## src/rtl/cardClkDivPkg.sv

```systemverilog
package cardClkDivPkg;
  // strobes from the phase control to the clock datapath
  typedef struct packed {
    logic toggle;  // flip the divided level this edge
    logic load;    // take the pending divide value this edge
    logic park;    // bypass is active, hold the divided level low
  } divStrobe_t;
endpackage

```

## src/rtl/cardClkCtrl.sv

```systemverilog
module cardClkCtrl
  import cardClkDivPkg::*;
#(
  parameter int DIV_W = 10
) (
  input  logic             clk,
  input  logic             rst_n,
  input  logic [DIV_W-1:0] divIn,
  input  logic             ddrEn,
  input  logic [DIV_W-1:0] activeDiv,
  input  logic             clkLevel,
  output divStrobe_t       strobe,
  output logic [DIV_W-1:0] nextDiv
);
  localparam logic [DIV_W-1:0] ONE = DIV_W'(1);

  logic [DIV_W-1:0] phaseCnt;
  logic             atWrap;

  always_comb begin
    // double data rate may not run in bypass
    nextDiv = (ddrEn && (divIn == '0)) ? ONE : divIn;
    strobe.park = (activeDiv == '0);
    atWrap = !strobe.park && (phaseCnt == (activeDiv - ONE));
    strobe.toggle = atWrap;
    // new value only at a falling edge of the divided clock, or any time in bypass
    strobe.load = strobe.park || (atWrap && clkLevel);
  end

  always_ff @(posedge clk or negedge rst_n) begin
    if (!rst_n) begin
      phaseCnt <= '0;
    end else if (strobe.park || atWrap) begin
      phaseCnt <= '0;
    end else begin
      phaseCnt <= phaseCnt + ONE;
    end
  end
endmodule

```

## src/rtl/cardClkPath.sv

```systemverilog
module cardClkPath
  import cardClkDivPkg::*;
#(
  parameter int DIV_W      = 10,
  parameter int MODE_W     = 3,
  parameter int FAST_MODE  = 3,
  localparam int CFG_W     = DIV_W + 5
) (
  input  logic              clk,
  input  logic              rst_n,
  input  divStrobe_t        strobe,
  input  logic [DIV_W-1:0]  nextDiv,
  input  logic              ddrEn,
  input  logic [1:0]        busWidth,
  input  logic [MODE_W-1:0] speedMode,
  output logic [DIV_W-1:0]  activeDiv,
  output logic              clkLevel,
  output logic              cardClk,
  output logic [CFG_W-1:0]  clkCfg
);
  localparam logic [DIV_W-1:0] DIV_MAX = {DIV_W{1'b1}};

  logic [1:0] widthReg;
  logic       ddrReg;
  logic       speedReg;

  always_ff @(posedge clk or negedge rst_n) begin
    if (!rst_n) begin
      activeDiv <= DIV_MAX;
      clkLevel  <= 1'b0;
    end else begin
      if (strobe.load) activeDiv <= nextDiv;
      if (strobe.park) clkLevel <= 1'b0;
      else if (strobe.toggle) clkLevel <= ~clkLevel;
    end
  end

  always_ff @(posedge clk or negedge rst_n) begin
    if (!rst_n) begin
      widthReg <= 2'b00;
      ddrReg   <= 1'b0;
      speedReg <= 1'b0;
    end else begin
      widthReg <= (busWidth == 2'b11) ? 2'b00 : busWidth;
      ddrReg   <= ddrEn;
      speedReg <= (speedMode >= MODE_W'(FAST_MODE));
    end
  end

  assign cardClk = (activeDiv == '0) ? clk : clkLevel;
  assign clkCfg  = {speedReg, ddrReg, 1'b1, widthReg, activeDiv};
endmodule

```

## src/rtl/cardRateHelper.sv

```systemverilog
module cardRateHelper #(
  parameter int DIV_W    = 10,
  parameter int RATE_W   = 18,
  parameter int MCLK_KHZ = 200000
) (
  input  logic [RATE_W-1:0] reqKhz,
  input  logic              ddrEn,
  output logic [DIV_W-1:0]  helpDiv
);
  localparam int CALC_W = RATE_W + 3;
  localparam logic [CALC_W-1:0] MCLK_V  = CALC_W'(MCLK_KHZ);
  localparam logic [CALC_W-1:0] MAX_V   = CALC_W'({DIV_W{1'b1}});

  logic [CALC_W-1:0] twiceReq;
  logic [CALC_W-1:0] quot;

  always_comb begin
    twiceReq = {2'b00, reqKhz, 1'b0};
    quot     = '0;
    if (reqKhz == '0) begin
      helpDiv = {DIV_W{1'b1}};
    end else if ((CALC_W'(reqKhz) >= MCLK_V) && !ddrEn) begin
      helpDiv = '0;
    end else begin
      quot    = (MCLK_V + twiceReq - CALC_W'(1)) / twiceReq;
      helpDiv = (quot > MAX_V) ? {DIV_W{1'b1}} : quot[DIV_W-1:0];
    end
  end
endmodule

```

## src/rtl/cardClkDiv.sv

```systemverilog
module cardClkDiv
  import cardClkDivPkg::*;
#(
  parameter int DIV_W     = 10,
  parameter int MODE_W    = 3,
  parameter int FAST_MODE = 3,
  parameter int RATE_W    = 18,
  parameter int MCLK_KHZ  = 200000
) (
  input  logic              clk,
  input  logic              rst_n,
  input  logic [DIV_W-1:0]  divIn,
  input  logic              ddrEn,
  input  logic [1:0]        busWidth,
  input  logic [MODE_W-1:0] speedMode,
  input  logic [RATE_W-1:0] reqKhz,
  output logic              cardClk,
  output logic [DIV_W+4:0]  clkCfg,
  output logic [DIV_W-1:0]  helpDiv
);
  divStrobe_t       strobe;
  logic [DIV_W-1:0] nextDiv;
  logic [DIV_W-1:0] activeDiv;
  logic             clkLevel;

  cardClkCtrl #(.DIV_W(DIV_W)) uCtrl (
    .clk(clk), .rst_n(rst_n), .divIn(divIn), .ddrEn(ddrEn),
    .activeDiv(activeDiv), .clkLevel(clkLevel),
    .strobe(strobe), .nextDiv(nextDiv)
  );

  cardClkPath #(.DIV_W(DIV_W), .MODE_W(MODE_W), .FAST_MODE(FAST_MODE)) uPath (
    .clk(clk), .rst_n(rst_n), .strobe(strobe), .nextDiv(nextDiv),
    .ddrEn(ddrEn), .busWidth(busWidth), .speedMode(speedMode),
    .activeDiv(activeDiv), .clkLevel(clkLevel),
    .cardClk(cardClk), .clkCfg(clkCfg)
  );

  cardRateHelper #(.DIV_W(DIV_W), .RATE_W(RATE_W), .MCLK_KHZ(MCLK_KHZ)) uHelp (
    .reqKhz(reqKhz), .ddrEn(ddrEn), .helpDiv(helpDiv)
  );
endmodule

```

## config.mk

```make
export PLATFORM = sky130hd
export DESIGN_NAME = cardClkDiv
export DESIGN_NICKNAME = d
export VERILOG_FILES = /design/src/rtl/cardClkDivPkg.sv /design/src/rtl/cardClkCtrl.sv /design/src/rtl/cardClkPath.sv /design/src/rtl/cardRateHelper.sv /design/src/rtl/cardClkDiv.sv
export SDC_FILE = /design/constraint.sdc
export NUM_CORES = 1
export LEC_CHECK = 0
export BUFFER_PORTS_ARGS = -buffer_cell sky130_fd_sc_hd__buf_2
export CAP_MARGIN = 20
export CORE_MARGIN = 2
export CORE_UTILIZATION = 49
export CTS_CLUSTER_DIAMETER = 80
export DETAILED_ROUTE_END_ITERATION = 8
export PLACE_DENSITY = 0.66
export REMOVE_ABC_BUFFERS = 1
export SYNTH_ARGS = -nofsm -noshare
export SYNTH_HDL_FRONTEND = slang
export SYNTH_SLANG_ARGS = --single-unit
```

## constraint.sdc

```tcl
create_clock -name clk -period 70.7 [get_ports clk]
set_clock_uncertainty 0.05 [all_clocks]
set_input_delay 7.07 -clock clk [delete_from_list [all_inputs] [get_ports clk]]
set_output_delay 7.07 -clock clk [all_outputs]
set_load 0.03 [all_outputs]
```

==> impl_results.md, run 1 <==
* DRC at 0
* Net Switching at 0.1434 mW
* Antenna violations before repair at 1
* Die area at 0.03299 mm²
* GP Congestion at 0.9929
* Cell area after layout at 0.01645 mm²
* Die W at 181.6 µm
* Detailed Route WL at 47.24 mm
* Sw frac at 0.5076
* First-pass GRT wire length at 75.59 mm
* Ranking of synthesized cells by area: ha_1 (17%), xnor2_1 (7.6%), mux2_2 (5.5%)
* CP arrival at 58870 ps
* Fin nets at 2414
* Crit path largest cell delay at 650 ps
* Layout Area Growth over Synthesis at 6.409%
* VDD IR-drop max at 0.02469 mV
* Global Route Usage Sum at 0.2768
* Power share of the combinational group at 0.852
* Clock power frac at 0.076
* Fill cells at 3008
* Pin count of the biggest net entering global routing at 26
* Share of flip-flops with an asynchronous set or reset at 1.000
* Yosys top cell area share at 0.1732
* Core area at 0.03131 mm²
* Setup Viol. Count Final at 0
* CTS tree: done
* Crit. End Element: output port
* Commonest non-fill, non-tap cells in the layout: ha_1 (214), nor2_1 (195), nand2_1 (172)
* Synth warn at 0
* Setup CP Type: primary input to output port
* Number of top-level pins at 62
* Slew @ Worst Pin at 1075 ps
* CP max FO at 24
* Setup TNS at 0 ps
* Port bufs at 60
* Tmin final at 65990 ps
* Placed Instance Area at 0.01620 mm²
* Die Y at 181.6 µm
* Hold Buf Count CTS at 0
* Run status: complete, no violations
* Final Max Tran Viols at 0
* Number of nets still failing antenna checks after routing at 0
* Routed len/inst at 18.42 µm
* Cell Rows at 65
* Vias/cell at 6.232
* Top_reg_cell synth: dfrtp_1
* Leakage Power at 7.338 nW
* RSZ-0062 raised after global routing: no
* Commonest non-fill, non-tap cell in the layout: ha_1
* Slew margin rel. at 0.2784
* Synthesized flop and latch total at 25
* Synth Area per Inst at 7.255 µm²
* Max-Cap Viols at 0
* First-pass DRT Iterations at 7
* Seq pwr share at 0.072
* Nature of the critical path startpoint: primary input
* DRT iter0 DRCs at 1201
* Post-synth cell types at 109
* Power Dens Cells at 17.17 mW/mm²
* Fmax at 15.15 MHz
* Worst-path clk slew at 60 ps
* Int Power at 0.1391 mW
* Post-synthesis sequential area ratio at 0.04127
* Clock Latency Late Sink at 370 ps
* Critical path's most frequent cell: o21ai_0
* Global route total overflow at 0
* Cell taking the most area after synthesis: ha_1
* Endpoints failing hold at 0
* Ant diodes at 0
* WP data required at 63580 ps
* Critical-path top delay cell: a2111oi_2
* Routed vias at 15980
* Post-synth EDFFs at 0
* Layout cells sized above 1 at 0.1285
* Synth Instances at 2131
* Final Cycle Share at 0.9334
* Initial cell density of the core at 0.4938
* Dpl hpwl at 36.81 mm
* Hold Path Class: register to register
* Synth Cell Area at 0.01546 mm²
* Number of global-route vias before repair at 15090
## power by group through the flow
stage | combinational, mW | sequential [mW] | clock [mW]
after floorplan | 0.188 | 0.0209 | 0.000359
after global placement | 0.230 | 0.0206 | 0.000441
after detailed placement | 0.236 | 0.0206 | 0.000441
after CTS | 0.238 | 0.0205 | 0.0219
after global routing | 0.269 | 0.0210 | 0.0226
final | 0.241 | 0.0205 | 0.0214
## cell families after synthesis
group                      synth area share
AOI/OAI and AO/OA                    0.2929
xor gates and xnor gates             0.1264
adders and majority gates            0.1738
and+or+nand+nor                      0.2492
buffers and inverters               0.04046
muxes                               0.07550
other                             0.0004857
DFF                                 0.04127
## worst max-delay path: cells and delay by family
kind | cells | cell delay (ps)
AOI/OAI and AO/OA | 150 | 28980
xor gates and xnor gates | 1 | 150
adders and majority gates | 20 | 6470
buffers and inverters | 12 | 2720
muxes | 7 | 2200
and+or+nand+nor | 70 | 11150
## cells in the mapped netlist, drive strengths merged, types with 59 or more instances
cell and instances:
nor3 87, xor2 71, o21ai 153, o21a 59
inv 87, ha 214, a21o 76, nor2 197
xnor2 135, a21oi 164, nand2 173, mux2 90
## layout make-up
type / count / area, µm² / share of cell area
Multi-Input combinational cell: 1954 / 14310 / 0.8695
Clock buffer: 7 / 155.1 / 0.009430
Clock inverter: 1 / 7.507 / 0.0004563
Timing Repair Buffer: 88 / 513.0 / 0.03118
Inverter: 88 / 330.3 / 0.02008
Tap cell: 402 / 503.0 / 0.03057
Sequential cell: 25 / 638.1 / 0.03879
## stage by stage
stage	utilization	total power [mW]	cells	hold WS, ps	setup WS [ps]
floorplan	-	0.2092	2067	466.6	5651
global placement	0.5174	0.2515	2558	472.0	4074
detailed placement	0.5174	0.2572	2558	485.9	2814
CTS	0.5224	0.2804	2565	498.0	2564
global route	0.5254	0.3131	2565	538.2	109.2
finish	0.5254	0.2825	2565	492.2	4711
## sequential cells by signal, indices dropped and copies added (netlist names)
name             cells
uPath.speedReg       1
uPath.ddrReg         1
uPath.clkLevel       1
uCtrl.phaseCnt      10
uPath.activeDiv     10
uPath.widthReg       2
## layer usage
metal / GRT usage / up-vias / wire, µm
met4: 0.09496 / 2 / 1623
met3: 0.01986 / 112 / 2289
met1: 0.3629 / 7473 / 21350
li1: - / 7964 / -
met2: 0.4795 / 433 / 21960
met5: 0 / - / 17
## repair_timing
action / 4_1_cts / 5_1_grt
buffers inserted: 0 / 0
gates resized for setup: 0 / 26
endpoints found under the hold margin: 0 / 0
endpoints found under the setup margin: 0 / 1
## path summary, 6_finish.rpt
path	to	slack [ps]	cells after the start	startpoint
setup reg to reg	uPath.activeDiv[6]	67470	11	uPath.activeDiv[0]
min in group asynchronous	uCtrl.phaseCnt[7]	6620	1	rst_n
hold reg to reg	uPath.activeDiv[1]	490	2	uPath.activeDiv[1]
hold / removal	uPath.activeDiv[1]	490	2	uPath.activeDiv[1]
setup / recovery	helpDiv[0]	4710	260	reqKhz[1]
max in group asynchronous	uPath.activeDiv[0]	63610	1	rst_n
(Power assumes the default switching activity.)
==> run 2, diff against run 1 <==
--- a/config.mk
+++ b/config.mk
@@ -7,12 +7,12 @@
 export LEC_CHECK = 0
 export BUFFER_PORTS_ARGS = -buffer_cell sky130_fd_sc_hd__buf_2
 export CAP_MARGIN = 20
-export CORE_MARGIN = 2
 export CORE_UTILIZATION = 49
 export CTS_CLUSTER_DIAMETER = 80
 export DETAILED_ROUTE_END_ITERATION = 8
 export PLACE_DENSITY = 0.66
 export REMOVE_ABC_BUFFERS = 1
+export SKIP_CTS_REPAIR_TIMING = 1
 export SYNTH_ARGS = -nofsm -noshare
 export SYNTH_HDL_FRONTEND = slang
 export SYNTH_SLANG_ARGS = --single-unit
==> run 2 against run 1 <==
Sequential power is essentially flat. Count of clock-buffer cells in the layout grew 1. Critical path depth rose by 5. Clock power fell by 2%. Final cell count is essentially flat. Global-route usage increased by 0.80 points. Critical endpoint unchanged. Largest power group unchanged.
==> impl_results.md, run 2 (synthesis results as in run 1) <==
* Setup crit end: helpDiv[0]
* Nature of the critical path startpoint: primary input
* First-pass GRT wire length at 76.78 mm
* Cell Rows at 64
* Crit path largest cell delay at 550 ps
* DRC at 0
* Ant diodes at 0
* Fmax at 15.13 MHz
* VDD IR-drop max at 0.03100 mV
* Setup CP Type: primary input to output port
* Endpoints failing hold at 0
* Placed Instance Area at 0.01618 mm²
* Clock Latency Late Sink at 370 ps
* Reg-to-reg endpoint: uPath.activeDiv[8]
* Fill cells at 2968
* Clock power frac at 0.073
* Reg-to-reg slack, setup at 67520 ps
* Commonest non-fill, non-tap cell in the layout: ha_1
* First-pass DRT Iterations at 7
* Footprint of the multi-input gates at 0.01432 mm²
* Setup TNS at 0 ps
* Global Route Usage Sum at 0.2848
* Critical path buffers and inverters at 8
* Critical path's most frequent cell: o21ai_0
* Routed len/inst at 18.52 µm
* Biggest regs: uCtrl.phaseCnt: 10 flops, uPath.activeDiv: 10 flops, uPath.widthReg: 2 flops
* Number of top-level pins at 62
* Fin nets at 2422
* Final Cycle Share at 0.9347
* Pin count of the biggest net entering global routing at 26
* Die Y at 179.6 µm
* Initial cell density of the core at 0.5015
* Worst-case reg-to-reg path depth at 11
* WP data required at 63580 ps
* Total power at 0.2869 mW
* Crit. End Element: output port
* Die area at 0.03227 mm²
* Post-Place Cells at 2550
* Final cell count without fillers at 2567
* CP max FO at 23
* Routed vias at 16170
* Worst Setup SP: reqKhz[0]
* Final core occ at 0.5355
* Run status: complete, no violations
* Cell area after layout at 0.01651 mm²
* Final Max Tran Viols at 0
* Global route total overflow at 0
* Die W at 179.6 µm
* CP arrival at 58960 ps
* Critical R2R Launch: uPath.activeDiv[0]
* Area occupied by registers at 638.1 µm²
* Worst-path clk slew at 60 ps
* Setup Viol. Count Final at 0
* Hold slack at 486.8 ps
* Port bufs at 60
* Number of nets still failing antenna checks after routing at 0
* Sw frac at 0.5054
* Core area at 0.03083 mm²
* Critical-path top delay cell: a2111oi_2
* Vias/cell at 6.297
* Seq pwr share at 0.072
* Detailed Route WL at 47.54 mm
* Hold path cells at 2
* Net Switching at 0.1450 mW
* Setup WS post-layout at 4617 ps
* Leakage Power at 7.366 nW
* DRT iter0 DRCs at 1007
* Max-Cap Viols at 0
* Dpl hpwl at 36.90 mm
* Int Power at 0.1419 mW
* Hold Path Class: register to register
* Number of global-route vias before repair at 15260
* CTS tree: done
* GP Congestion at 0.9785
* Slew margin rel. at 0.2702
* Commonest non-fill, non-tap cells in the layout: ha_1 (214), nor2_1 (194), nand2_1 (171)
* Power Dens Cells at 17.38 mW/mm²
* Critical Path Stages at 265
* Antenna violations before repair at 0
* Power share of the combinational group at 0.855
* Cell family with most CP delay: compound AO/OA/AOI/OAI gates
* Worst slack, placed at 1733 ps
* Slew @ Worst Pin at 1087 ps
* Layout Area Growth over Synthesis at 6.782%
* Tmin final at 66080 ps
* Layout cells sized above 1 at 0.1317
## run 2: metal layers
| metal | wire length [µm] | global-route usage |
|---|---|---|
| met2 | 22710 | 0.5072 |
| met3 | 2361 | 0.02006 |
| met4 | 1452 | 0.09103 |
| met5 | 0 | 0 |
| met1 | 21020 | 0.3636 |
## run 2: worst min-delay path by stage
| stage | start | endpoint | slack [ps] |
|---|---|---|---|
| 2_1_floorplan | uCtrl.phaseCnt[0] | uCtrl.phaseCnt[0] | 470 |
| 3_3_place_gp | uPath.activeDiv[1] | uPath.activeDiv[1] | 470 |
| 3_5_place_dp | uPath.activeDiv[1] | uPath.activeDiv[1] | 490 |
| 4_1_cts | uPath.activeDiv[1] | uPath.activeDiv[1] | 500 |
| 5_1_grt | uPath.activeDiv[0] | uPath.activeDiv[0] | 520 |
| 6_report | uPath.activeDiv[1] | uPath.activeDiv[1] | 490 |
## run 2: layout make-up
| type | instances | share of cell area |
|---|---|---|
| multi-input combinational | 1955 | 0.8674 |
| sequential | 25 | 0.03865 |
| timing repair buffer | 95 | 0.03426 |
| tap | 396 | 0.03001 |
| inverter | 88 | 0.02001 |
| clock buffer | 8 | 0.009625 |
## run 2: power by group through the flow
stage | Clock, mW | Combinational (mW) | Sequential, mW
floorplan | 0.000359 | 0.188 | 0.0209
global placement | 0.000441 | 0.230 | 0.0209
detailed placement | 0.000441 | 0.236 | 0.0210
CTS | 0.0214 | 0.238 | 0.0207
global route | 0.0222 | 0.275 | 0.0212
finish | 0.0210 | 0.245 | 0.0207
## run 2: tightest hold or removal path, stage by stage (launching register included)
cell     delay (ps)
dfstp_2         370
inv_1            70
o21ai_0          90
==> run 3, diff against run 2 <==
--- a/config.mk
+++ b/config.mk
@@ -5,12 +5,11 @@
 export SDC_FILE = /design/constraint.sdc
 export NUM_CORES = 1
 export LEC_CHECK = 0
-export BUFFER_PORTS_ARGS = -buffer_cell sky130_fd_sc_hd__buf_2
 export CAP_MARGIN = 20
 export CORE_UTILIZATION = 49
 export CTS_CLUSTER_DIAMETER = 80
 export DETAILED_ROUTE_END_ITERATION = 8
-export PLACE_DENSITY = 0.66
+export DONT_BUFFER_PORTS = 1
 export REMOVE_ABC_BUFFERS = 1
 export SKIP_CTS_REPAIR_TIMING = 1
 export SYNTH_ARGS = -nofsm -noshare
==> run 3 against run 2 <==
Core utilization is 1.2 points lower. Hold slack better by 42 ps. Global-route usage is 0.11 points lower. Setup slack better by 66 ps. Register-to-register slack got worse by 110 ps. Sequential share of layout area is 0.092 points higher. Critical endpoint unchanged. Largest cell class unchanged.
==> impl_results.md, run 3 (synthesis results as in run 1) <==
* Run status: complete, no violations
* Tmin final at 66020 ps
* Final Max Tran Viols at 0
* Vias/cell at 6.276
* Routed vias at 15690
* Reg-to-reg endpoint: uPath.activeDiv[2]
* Final core occ at 0.5230
* Commonest non-fill, non-tap cells in the layout: ha_1 (214), nor2_1 (194), nand2_1 (171)
* Worst Setup SP: reqKhz[1]
* Fin nets at 2355
* Final Cycle Share at 0.9338
* Commonest non-fill, non-tap cell in the layout: ha_1
* WP data required at 63580 ps
* Post-Place Cells at 2493
* Port bufs at 0
* Setup crit end: helpDiv[0]
* GP Congestion at 0.9573
* Slew @ Worst Pin at 1094 ps
* Ant diodes at 0
* Layout cells sized above 1 at 0.1022
* Global Route Usage Sum at 0.2836
* Die area at 0.03227 mm²
* Power Dens Cells at 17.14 mW/mm²
* Number of global-route vias before repair at 14880
* Core area at 0.03083 mm²
* Hold Path Class: register to register
* Fill cells at 3076
* First-pass DRT Iterations at 5
* Final cell count without fillers at 2500
* Initial cell density of the core at 0.5015
* Number of nets still failing antenna checks after routing at 0
* First-pass GRT wire length at 75.62 mm
* Biggest regs: uCtrl.phaseCnt: 10 flops, uPath.activeDiv: 10 flops, uPath.widthReg: 2 flops
* Setup Viol. Count Final at 0
* Crit path largest cell delay at 460 ps
* Critical-path top delay cell: or2_2
* Worst-path clk slew at 60 ps
* Routed len/inst at 18.84 µm
* Fmax at 15.15 MHz
* Dpl hpwl at 36.84 mm
* Reg-to-reg slack, setup at 67410 ps
* Crit. End Element: output port
* Detailed Route WL at 47.10 mm
* Max-Cap Viols at 0
* DRT iter0 DRCs at 828
* Worst slack, placed at 2934 ps
* VDD IR-drop max at 0.03124 mV
* Endpoints failing hold at 0
* DRC at 0
* Setup WS post-layout at 4682 ps
* Leakage Power at 7.077 nW
* CTS tree: done
* Setup CP Type: primary input to output port
* CP arrival at 58900 ps
* Layout Area Growth over Synthesis at 4.289%
* Die Y at 179.6 µm
* Critical R2R Launch: uPath.activeDiv[0]
* Nature of the critical path startpoint: primary input
* Pin count of the biggest net entering global routing at 31
* Die W at 179.6 µm
* CP max FO at 30
* Number of top-level pins at 62
* Antenna violations before repair at 0
* Worst-case reg-to-reg path depth at 11
* Cell Rows at 64
* Slew margin rel. at 0.2688
* Clock Latency Late Sink at 370 ps
* Global route total overflow at 0
* Setup TNS at 0 ps
* Critical path's most frequent cell: o21ai_0
## run 3: worst min path at each step
stage,start,end,slack [ps],cells after the start
global placement,uPath.clkLevel,uPath.clkLevel,500,2
CTS,uCtrl.phaseCnt[9],uCtrl.phaseCnt[9],530,2
finish,uCtrl.phaseCnt[9],uCtrl.phaseCnt[9],530,2
floorplan,uCtrl.phaseCnt[0],uCtrl.phaseCnt[0],470,1
detailed placement,uCtrl.phaseCnt[9],uCtrl.phaseCnt[9],510,2
global route,uPath.clkLevel,uPath.clkLevel,560,2
## run 3: area by class of cell
class / instances / area [µm²] / share of cell area
tap: 396 / 495.5 / 0.03073
sequential: 25 / 638.1 / 0.03957
clock inverter: 1 / 7.507 / 0.0004656
clock buffer: 6 / 150.1 / 0.009312
timing repair buffer: 30 / 225.2 / 0.01397
multi-input combinational: 1954 / 14280 / 0.8855
inverter: 88 / 330.3 / 0.02049
## run 3: power by group
part / leakage (nW) / switching, mW / internal (mW)
Sequential: 0.290 / 0.00467 / 0.0171
Clock: 0.0793 / 0.00669 / 0.0150
Combinational: 6.71 / 0.128 / 0.105
Total: 7.08 / 0.139 / 0.137
## run 3: critical path: cells and delay by family
kind	cells	cell delay, ps
AO/OA/AOI/OAI	150	28080
XOR/XNOR	3	650
adder cells (fa/ha/maj)	19	5850
buffers and inverters	11	2480
multiplexers	7	2200
AND/OR/NAND/NOR	75	12500
## run 3: through the flow
| stage | instance area [µm²] | hold WS, ps | power (mW) |
|---|---|---|---|
| after floorplan | 15170 | 466.6 | 0.2092 |
| after global placement | 15900 | 501.4 | 0.2482 |
| after detailed placement | 15900 | 514.5 | 0.2523 |
| after CTS | 16060 | 531.0 | 0.2757 |
| after global routing | 16120 | 555.6 | 0.3073 |
| final | 16120 | 528.8 | 0.2764 |
## run 3: per-layer routing
layer | track usage | wire length, µm | vias up
met1 | 0.3565 | 21180 | 7366
met5 | 0 | 0 | -
met3 | 0.02573 | 2134 | 92
met4 | 0.08690 | 1381 | 0
li1 | - | - | 7841
met2 | 0.5097 | 22400 | 392
